File: src/rtl/swint_redir_pkg.sv
package swint_redir_pkg;

  typedef enum logic [2:0] {
    ST_IDLE,
    ST_RD_OFF,
    ST_EVAL,
    ST_RD_MAP,
    ST_DONE
  } ctlState_t;

  typedef enum logic [1:0] {
    SEL_OFF_LO,
    SEL_OFF_HI,
    SEL_MAP
  } addrSel_t;

  typedef enum logic [1:0] {
    VERD_NONE,
    VERD_REDIR,
    VERD_KEEP,
    VERD_FAULT
  } verdict_t;

  // control -> datapath strobes
  typedef struct packed {
    logic     latchReq;
    logic     capOffLo;
    logic     capOffHi;
    addrSel_t addrSel;
  } dpStrobe_t;

  // datapath -> control status
  typedef struct packed {
    logic descOkIn;
    logic mapOutOfRange;
    logic mapBit;
  } dpStatus_t;

endpackage

File: src/rtl/swint_redir_datapath.sv
module swint_redir_datapath
  import swint_redir_pkg::*;
#(
  parameter int ADDR_W     = 32,
  parameter int VEC_W      = 8,
  parameter int TYPE_W     = 4,
  parameter int TYPE_OK    = 9,
  parameter int MIN_LIMIT  = 103,
  parameter int OFFSET_LOC = 'h66,
  parameter int MAP_SPAN   = 'h20
) (
  input  logic              clk,
  input  logic              rstN,
  input  dpStrobe_t         strobe,
  input  logic [VEC_W-1:0]  reqVector,
  input  logic [ADDR_W-1:0] taskBase,
  input  logic [ADDR_W-1:0] taskLimit,
  input  logic              taskPresent,
  input  logic [TYPE_W-1:0] taskType,
  input  logic [7:0]        memRdata,
  output logic [ADDR_W-1:0] memAddr,
  output dpStatus_t         status
);

  localparam int OFF_W  = 16;
  localparam int EXT_W  = OFF_W + 2;      // one spare bit plus a sign bit
  localparam int BIT_W  = 3;              // bit index inside a byte
  localparam int ZPAD_W = ADDR_W - (EXT_W - 1);

  logic [VEC_W-1:0]  vecQ;
  logic [ADDR_W-1:0] baseQ;
  logic [ADDR_W-1:0] limitQ;
  logic [OFF_W-1:0]  ioOffQ;
  logic [EXT_W-1:0]  extOff;
  logic [ADDR_W-1:0] mapOff;

  always_ff @(posedge clk) begin
    if (!rstN) begin
      vecQ   <= '0;
      baseQ  <= '0;
      limitQ <= '0;
      ioOffQ <= '0;
    end else begin
      if (strobe.latchReq) begin
        vecQ   <= reqVector;
        baseQ  <= taskBase;
        limitQ <= taskLimit;
      end
      if (strobe.capOffLo) ioOffQ[7:0]  <= memRdata;
      if (strobe.capOffHi) ioOffQ[15:8] <= memRdata;
    end
  end

  // signed-safe offset: bit EXT_W-1 flags a negative result
  always_comb begin
    extOff = EXT_W'(ioOffQ) + EXT_W'(vecQ >> BIT_W) - EXT_W'(MAP_SPAN);
    mapOff = {{ZPAD_W{1'b0}}, extOff[EXT_W-2:0]};
  end

  always_comb begin
    unique case (strobe.addrSel)
      SEL_OFF_LO: memAddr = baseQ + ADDR_W'(OFFSET_LOC);
      SEL_OFF_HI: memAddr = baseQ + ADDR_W'(OFFSET_LOC + 1);
      default:    memAddr = baseQ + mapOff;
    endcase
  end

  always_comb begin
    status.descOkIn      = taskPresent && (taskType == TYPE_W'(TYPE_OK)) &&
                           (taskLimit >= ADDR_W'(MIN_LIMIT));
    status.mapOutOfRange = extOff[EXT_W-1] || (mapOff > limitQ);
    status.mapBit        = memRdata[vecQ[BIT_W-1:0]];
  end

endmodule

File: src/rtl/swint_redir_control.sv
module swint_redir_control
  import swint_redir_pkg::*;
(
  input  logic      clk,
  input  logic      rstN,
  input  logic      reqValid,
  input  logic      memRvalid,
  input  dpStatus_t status,
  output dpStrobe_t strobe,
  output logic      memReq,
  output logic      ready,
  output logic      done,
  output logic      redirect,
  output logic      noRedirect,
  output logic      fault
);

  ctlState_t stateQ, stateD;
  verdict_t  verdQ, verdD;
  logic      hiHalfQ, hiHalfD;

  always_ff @(posedge clk) begin
    if (!rstN) begin
      stateQ  <= ST_IDLE;
      verdQ   <= VERD_NONE;
      hiHalfQ <= 1'b0;
    end else begin
      stateQ  <= stateD;
      verdQ   <= verdD;
      hiHalfQ <= hiHalfD;
    end
  end

  always_comb begin
    stateD   = stateQ;
    verdD    = verdQ;
    hiHalfD  = hiHalfQ;
    strobe   = '{latchReq: 1'b0, capOffLo: 1'b0, capOffHi: 1'b0,
                 addrSel: SEL_OFF_LO};
    memReq   = 1'b0;
    unique case (stateQ)
      ST_IDLE: begin
        if (reqValid) begin
          strobe.latchReq = 1'b1;
          hiHalfD         = 1'b0;
          if (status.descOkIn) begin
            stateD = ST_RD_OFF;
            verdD  = VERD_NONE;
          end else begin
            stateD = ST_DONE;
            verdD  = VERD_FAULT;
          end
        end
      end
      ST_RD_OFF: begin
        memReq         = 1'b1;
        strobe.addrSel = hiHalfQ ? SEL_OFF_HI : SEL_OFF_LO;
        if (memRvalid) begin
          if (hiHalfQ) begin
            strobe.capOffHi = 1'b1;
            stateD          = ST_EVAL;
          end else begin
            strobe.capOffLo = 1'b1;
            hiHalfD         = 1'b1;
          end
        end
      end
      ST_EVAL: begin
        strobe.addrSel = SEL_MAP;
        if (status.mapOutOfRange) begin
          verdD  = VERD_FAULT;
          stateD = ST_DONE;
        end else begin
          stateD = ST_RD_MAP;
        end
      end
      ST_RD_MAP: begin
        memReq         = 1'b1;
        strobe.addrSel = SEL_MAP;
        if (memRvalid) begin
          verdD  = status.mapBit ? VERD_KEEP : VERD_REDIR;
          stateD = ST_DONE;
        end
      end
      default: begin
        stateD = ST_IDLE;
      end
    endcase
  end

  assign ready      = (stateQ == ST_IDLE);
  assign done       = (stateQ == ST_DONE);
  assign redirect   = done && (verdQ == VERD_REDIR);
  assign noRedirect = done && (verdQ == VERD_KEEP);
  assign fault      = done && (verdQ == VERD_FAULT);

endmodule

File: src/rtl/swint_redir_check.sv
module swint_redir_check
  import swint_redir_pkg::*;
#(
  parameter int ADDR_W     = 32,
  parameter int VEC_W      = 8,
  parameter int TYPE_W     = 4,
  parameter int TYPE_OK    = 9,
  parameter int MIN_LIMIT  = 103,
  parameter int OFFSET_LOC = 'h66,
  parameter int MAP_SPAN   = 'h20
) (
  input  logic              clk,
  input  logic              rstN,
  input  logic              reqValid,
  input  logic [VEC_W-1:0]  reqVector,
  input  logic [ADDR_W-1:0] taskBase,
  input  logic [ADDR_W-1:0] taskLimit,
  input  logic              taskPresent,
  input  logic [TYPE_W-1:0] taskType,
  output logic              ready,
  output logic              memReq,
  output logic [ADDR_W-1:0] memAddr,
  input  logic              memRvalid,
  input  logic [7:0]        memRdata,
  output logic              done,
  output logic              redirect,
  output logic              noRedirect,
  output logic              fault
);

  dpStrobe_t strobe;
  dpStatus_t status;

  swint_redir_datapath #(
    .ADDR_W(ADDR_W), .VEC_W(VEC_W), .TYPE_W(TYPE_W), .TYPE_OK(TYPE_OK),
    .MIN_LIMIT(MIN_LIMIT), .OFFSET_LOC(OFFSET_LOC), .MAP_SPAN(MAP_SPAN)
  ) u_dp (
    .clk(clk), .rstN(rstN), .strobe(strobe), .reqVector(reqVector),
    .taskBase(taskBase), .taskLimit(taskLimit), .taskPresent(taskPresent),
    .taskType(taskType), .memRdata(memRdata), .memAddr(memAddr),
    .status(status)
  );

  swint_redir_control u_ctl (
    .clk(clk), .rstN(rstN), .reqValid(reqValid), .memRvalid(memRvalid),
    .status(status), .strobe(strobe), .memReq(memReq), .ready(ready),
    .done(done), .redirect(redirect), .noRedirect(noRedirect), .fault(fault)
  );

endmodule

File: config.mk
export PLATFORM = sky130hd
export DESIGN_NAME = swint_redir_check
export DESIGN_NICKNAME = d
export VERILOG_FILES = /design/src/rtl/swint_redir_pkg.sv /design/src/rtl/swint_redir_datapath.sv /design/src/rtl/swint_redir_control.sv /design/src/rtl/swint_redir_check.sv
export SDC_FILE = /design/constraint.sdc
export NUM_CORES = 1
export LEC_CHECK = 0
export ABC_AREA = 1
export CORE_AREA = 2 2 113 115
export CTS_BUF_LIST = sky130_fd_sc_hd__clkbuf_16
export DETAILED_ROUTE_END_ITERATION = 8
export DIE_AREA = 0 0 115 117
export HOLD_SLACK_MARGIN = 0.1
export PLACE_DENSITY = 0.95
export SLEW_MARGIN = 20
export SYNTH_ARGS = -nofsm -noshare
export SYNTH_HDL_FRONTEND = slang
export SYNTH_SLANG_ARGS = --single-unit
File: constraint.sdc
create_clock -name clk -period 9.8 [get_ports clk]
set_input_delay 1.96 -clock clk [delete_from_list [all_inputs] [get_ports clk]]
set_output_delay 1.96 -clock clk [all_outputs]
set_load 0.005 [all_outputs]
==> results.sh <==
export IMPL_status="complete, no violations"
export IMPL_ctsHoldBuffers=0
export IMPL_fin_crit_sh_pct=70.4
export IMPL_antenna_cells=0
export IMPL_hold_class="reg -> reg"
export IMPL_ant_nets=0
export IMPL_top_usage_layer="met2"
export IMPL_routed_wl_microns=19700
export IMPL_cts_max_path_buffers=2
export IMPL_drive_gt1_share_pct=6.03
export IMPL_die_height_microns=117
export IMPL_die_x_microns=115
export IMPL_crit_start="u_dp.vecQ[5]"
export IMPL_cts_resized=0
export IMPL_finClkSkew_ns=0.00572
export IMPL_portBuffers=126
export IMPL_crit_chain="ha_1, inv_1, nand2_1, nand3_1, nand2_2, xor2_1, inv_1, ha_1, nand3_4, nor2_4, nand3_2, xor2_1, nor2_1, ha_1, nand2_1, nor2_1, nand2_1, o21bai_1, nand2_1, nand3_1, nand2_1, nor2_1, xor2_1, clkdlybuf4s50_1"
export IMPL_synthesis_nets=1213
export IMPL_crit_family="simple AND/OR/NAND/NOR gates"
export IMPL_cts_inserted_buffers=9
export IMPL_clk_pin_slew_ns=0.07
export IMPL_routedWlPerCell_microns=14.7
export IMPL_num_rows=41
export IMPL_dieArea_sq_um=13500
export IMPL_vias_per_cell=5.60
export IMPL_synth_warnings=0
export IMPL_cts_sinks=94
export IMPL_critPathKind="reg -> out"
export IMPL_num_vias=7524
export IMPL_drt_pass1_iterations=6
export IMPL_synth_cell_types=42
export IMPL_synth_seq_cells=94
export IMPL_cts_tree="done"
export IMPL_grt_pass1_wl_microns=32200
export IMPL_grt_usage_pct=30.0
export IMPL_synth_edf_count=0
export IMPL_tns_ns=0
export IMPL_gr_usage_met2_pct=52.8
export IMPL_syn_area_per_cell_sq_um=6.38
export IMPL_rsz0062_at_grt="no"
export IMPL_max_slew_margin_pct=50.0
export IMPL_clock_fmax_ghz=0.145
export IMPL_synthFlopType="dfxtp_1"
export IMPL_area_delta_synth_final_pct=23.5
export IMPL_syn_inst=1081
export IMPL_async_flop_share_pct=0
export IMPL_utilization_pct=69.1
export IMPL_slowest_delay_ns=0.53
export IMPL_met3_usage_pct=6.33
export IMPL_final_hold_violation_count=0
export IMPL_drc_errors=0
export IMPL_synth_area_sq_um=6890
export IMPL_cp_common_cell="nand2_1"
export IMPL_critPathCaptureType="primary output"
export IMPL_drt_iter0_markers=563
export IMPL_leakage_nw=3.77
export IMPL_htreeDepth=3
export IMPL_path_buf_inv=3
export IMPL_met1_usage_pct=36.5
export IMPL_clk_latency_ns=0.36
export IMPL_period_needed_ns=6.90
export IMPL_layout_common_cells="nand2_1 (221), inv_1 (143), clkdlybuf4s50_1 (125)"
export IMPL_arrival_ns=4.94
export IMPL_r2r_start="u_dp.vecQ[3]"
export IMPL_cts_setup_buffers=0
export IMPL_ios=127
export IMPL_grt_max_degree=94
export IMPL_initial_core_util_pct=56.0
export IMPL_cp_required_ns=7.84
export IMPL_grt_ovfl_total=0
export IMPL_grt_pass1_vias=7125
export IMPL_setup_viol=0
export IMPL_ir_drop_mv=0.128
export IMPL_holdCritStartpoint="u_dp.limitQ[27]"
export IMPL_gp_congestion=0.978
export IMPL_antenna_found_initial=0
export IMPL_seq_area_frac_synth_pct=27.3
export IMPL_core_area_sq_um=12300
export IMPL_drv_slew=0
export IMPL_root_buffer="clkbuf_16"
export IMPL_cp_start_kind="flop"
export IMPL_cap_violations=0
export IMPL_nNetsFinal=1321
export IMPL_final_common_cell="nand2_1"
export IMPL_dpl_cell_area_sq_um=8220
export IMPL_worst_pin_slew_ns=0.750
export IMPL_crit_path_top_delay_cell="clkdlybuf4s50_1"
export IMPL_crit_fanout=7
export IMPL_hpwl_microns=15500
export IMPL_final_cell_area_sq_um=8510
export IMPL_pwr_density_cell_nw_per_um2=128
[kinds of logic after synthesis]
logic type	Yosys count	synth area share, %
flip-flops	94	27.3
adder cells (fa/ha/maj)	43	8.02
AO/OA/AOI/OAI	250	18.8
buffers and inverters	181	10.2
XOR/XNOR	35	4.45
AND/OR/NAND/NOR	478	31.2
[Yosys cell counts, types with 2 or more instances]
library cell / count / share of area, %
nand2_1: 222 / 12
inv_1: 143 / 7.8
a21oi_1: 120 / 8.7
o21ai_0: 109 / 7.9
dfxtp_1: 94 / 27
nor2_1: 91 / 5.0
nand3_1: 74 / 5.4
ha_1: 41 / 7.4
xor2_1: 32 / 4.1
clkbuf_1: 24 / 1.3
nor3_1: 18 / 1.3
nand4_1: 15 / 1.4
nand2_2: 14 / 1.3
nor2_2: 12 / 1.1
nor4_1: 8 / 0.73
or2_2: 6 / 0.54
buf_2: 5 / 0.36
inv_2: 5 / 0.27
nand3_2: 5 / 0.73
nor3b_1: 4 / 0.44
o21bai_1: 4 / 0.44
o22ai_1: 4 / 0.36
nor2_4: 3 / 0.49
o21a_1: 3 / 0.33
o21ai_1: 3 / 0.22
xnor2_1: 3 / 0.38
a21oi_2: 2 / 0.25
buf_1: 2 / 0.11
fa_1: 2 / 0.58
[area by class of cell]
class | count | area [sq um]
clock buffers | 9 | 225
clock inverters | 7 | 62.6
fillers | 1032 | 3800
inverters | 149 | 559
multi-input cells | 806 | 4320
flip-flops and latches | 94 | 1880
well taps | 150 | 188
repair buffers | 129 | 1280
[layer usage]
layer | share of wire (%) | vias to the layer above
met4 | 2.8 | 0
li1 | - | 3776
met1 | 42 | 3389
met3 | 7.0 | 47
met2 | 48 | 312
met5 | 0 | -
[worst reg2reg max path, delay by kind of cell (launching register included)]
family / cells / cell delay, ns
XOR/XNOR: 2 / 0.38
AND/OR/NAND/NOR: 16 / 1.75
adder cells (fa/ha/maj): 4 / 1.19
AO/OA/AOI/OAI: 1 / 0.05
buffers and inverters: 3 / 0.26
flip-flops: 1 / 0.34
[power breakdown]
| group | total, mW | switching [mW] | internal (mW) |
|---|---|---|---|
| registers | 0.433 | 0.0216 | 0.412 |
| clock network | 0.351 | 0.172 | 0.178 |
| logic | 0.302 | 0.166 | 0.136 |
| total | 1.09 | 0.360 | 0.726 |
[per-stage QoR]
step                      power (mW)  worst slack (ns)  std cells  hold slack (ns)
after floorplan                0.621              4.39       1081            0.429
after global placement         0.729              3.48       1328            0.442
after detailed placement       0.739              3.38       1328            0.448
after CTS                       1.09              2.98       1344            0.458
after global routing            1.15              2.57       1344            0.478
final                           1.09              2.90       1344            0.458
[worst paths after layout]
kind	depth (start not counted)	slack, ns	to
worst max-delay path	24	2.90	memAddr[22]
worst min register to register	2	0.46	u_dp.limitQ[27]
worst min-delay path	2	0.46	u_dp.limitQ[27]
worst max register to register	26	5.70	u_ctl.stateQ[0]
[sequential cells by signal, indices dropped and copies added (netlist names)]
register,cells
u_ctl.hiHalfQ,1
u_ctl.stateQ,3
u_ctl.verdQ,2
u_dp.baseQ,32
u_dp.ioOffQ,16
u_dp.limitQ,32
u_dp.vecQ,8
(Power assumes the default switching activity.)
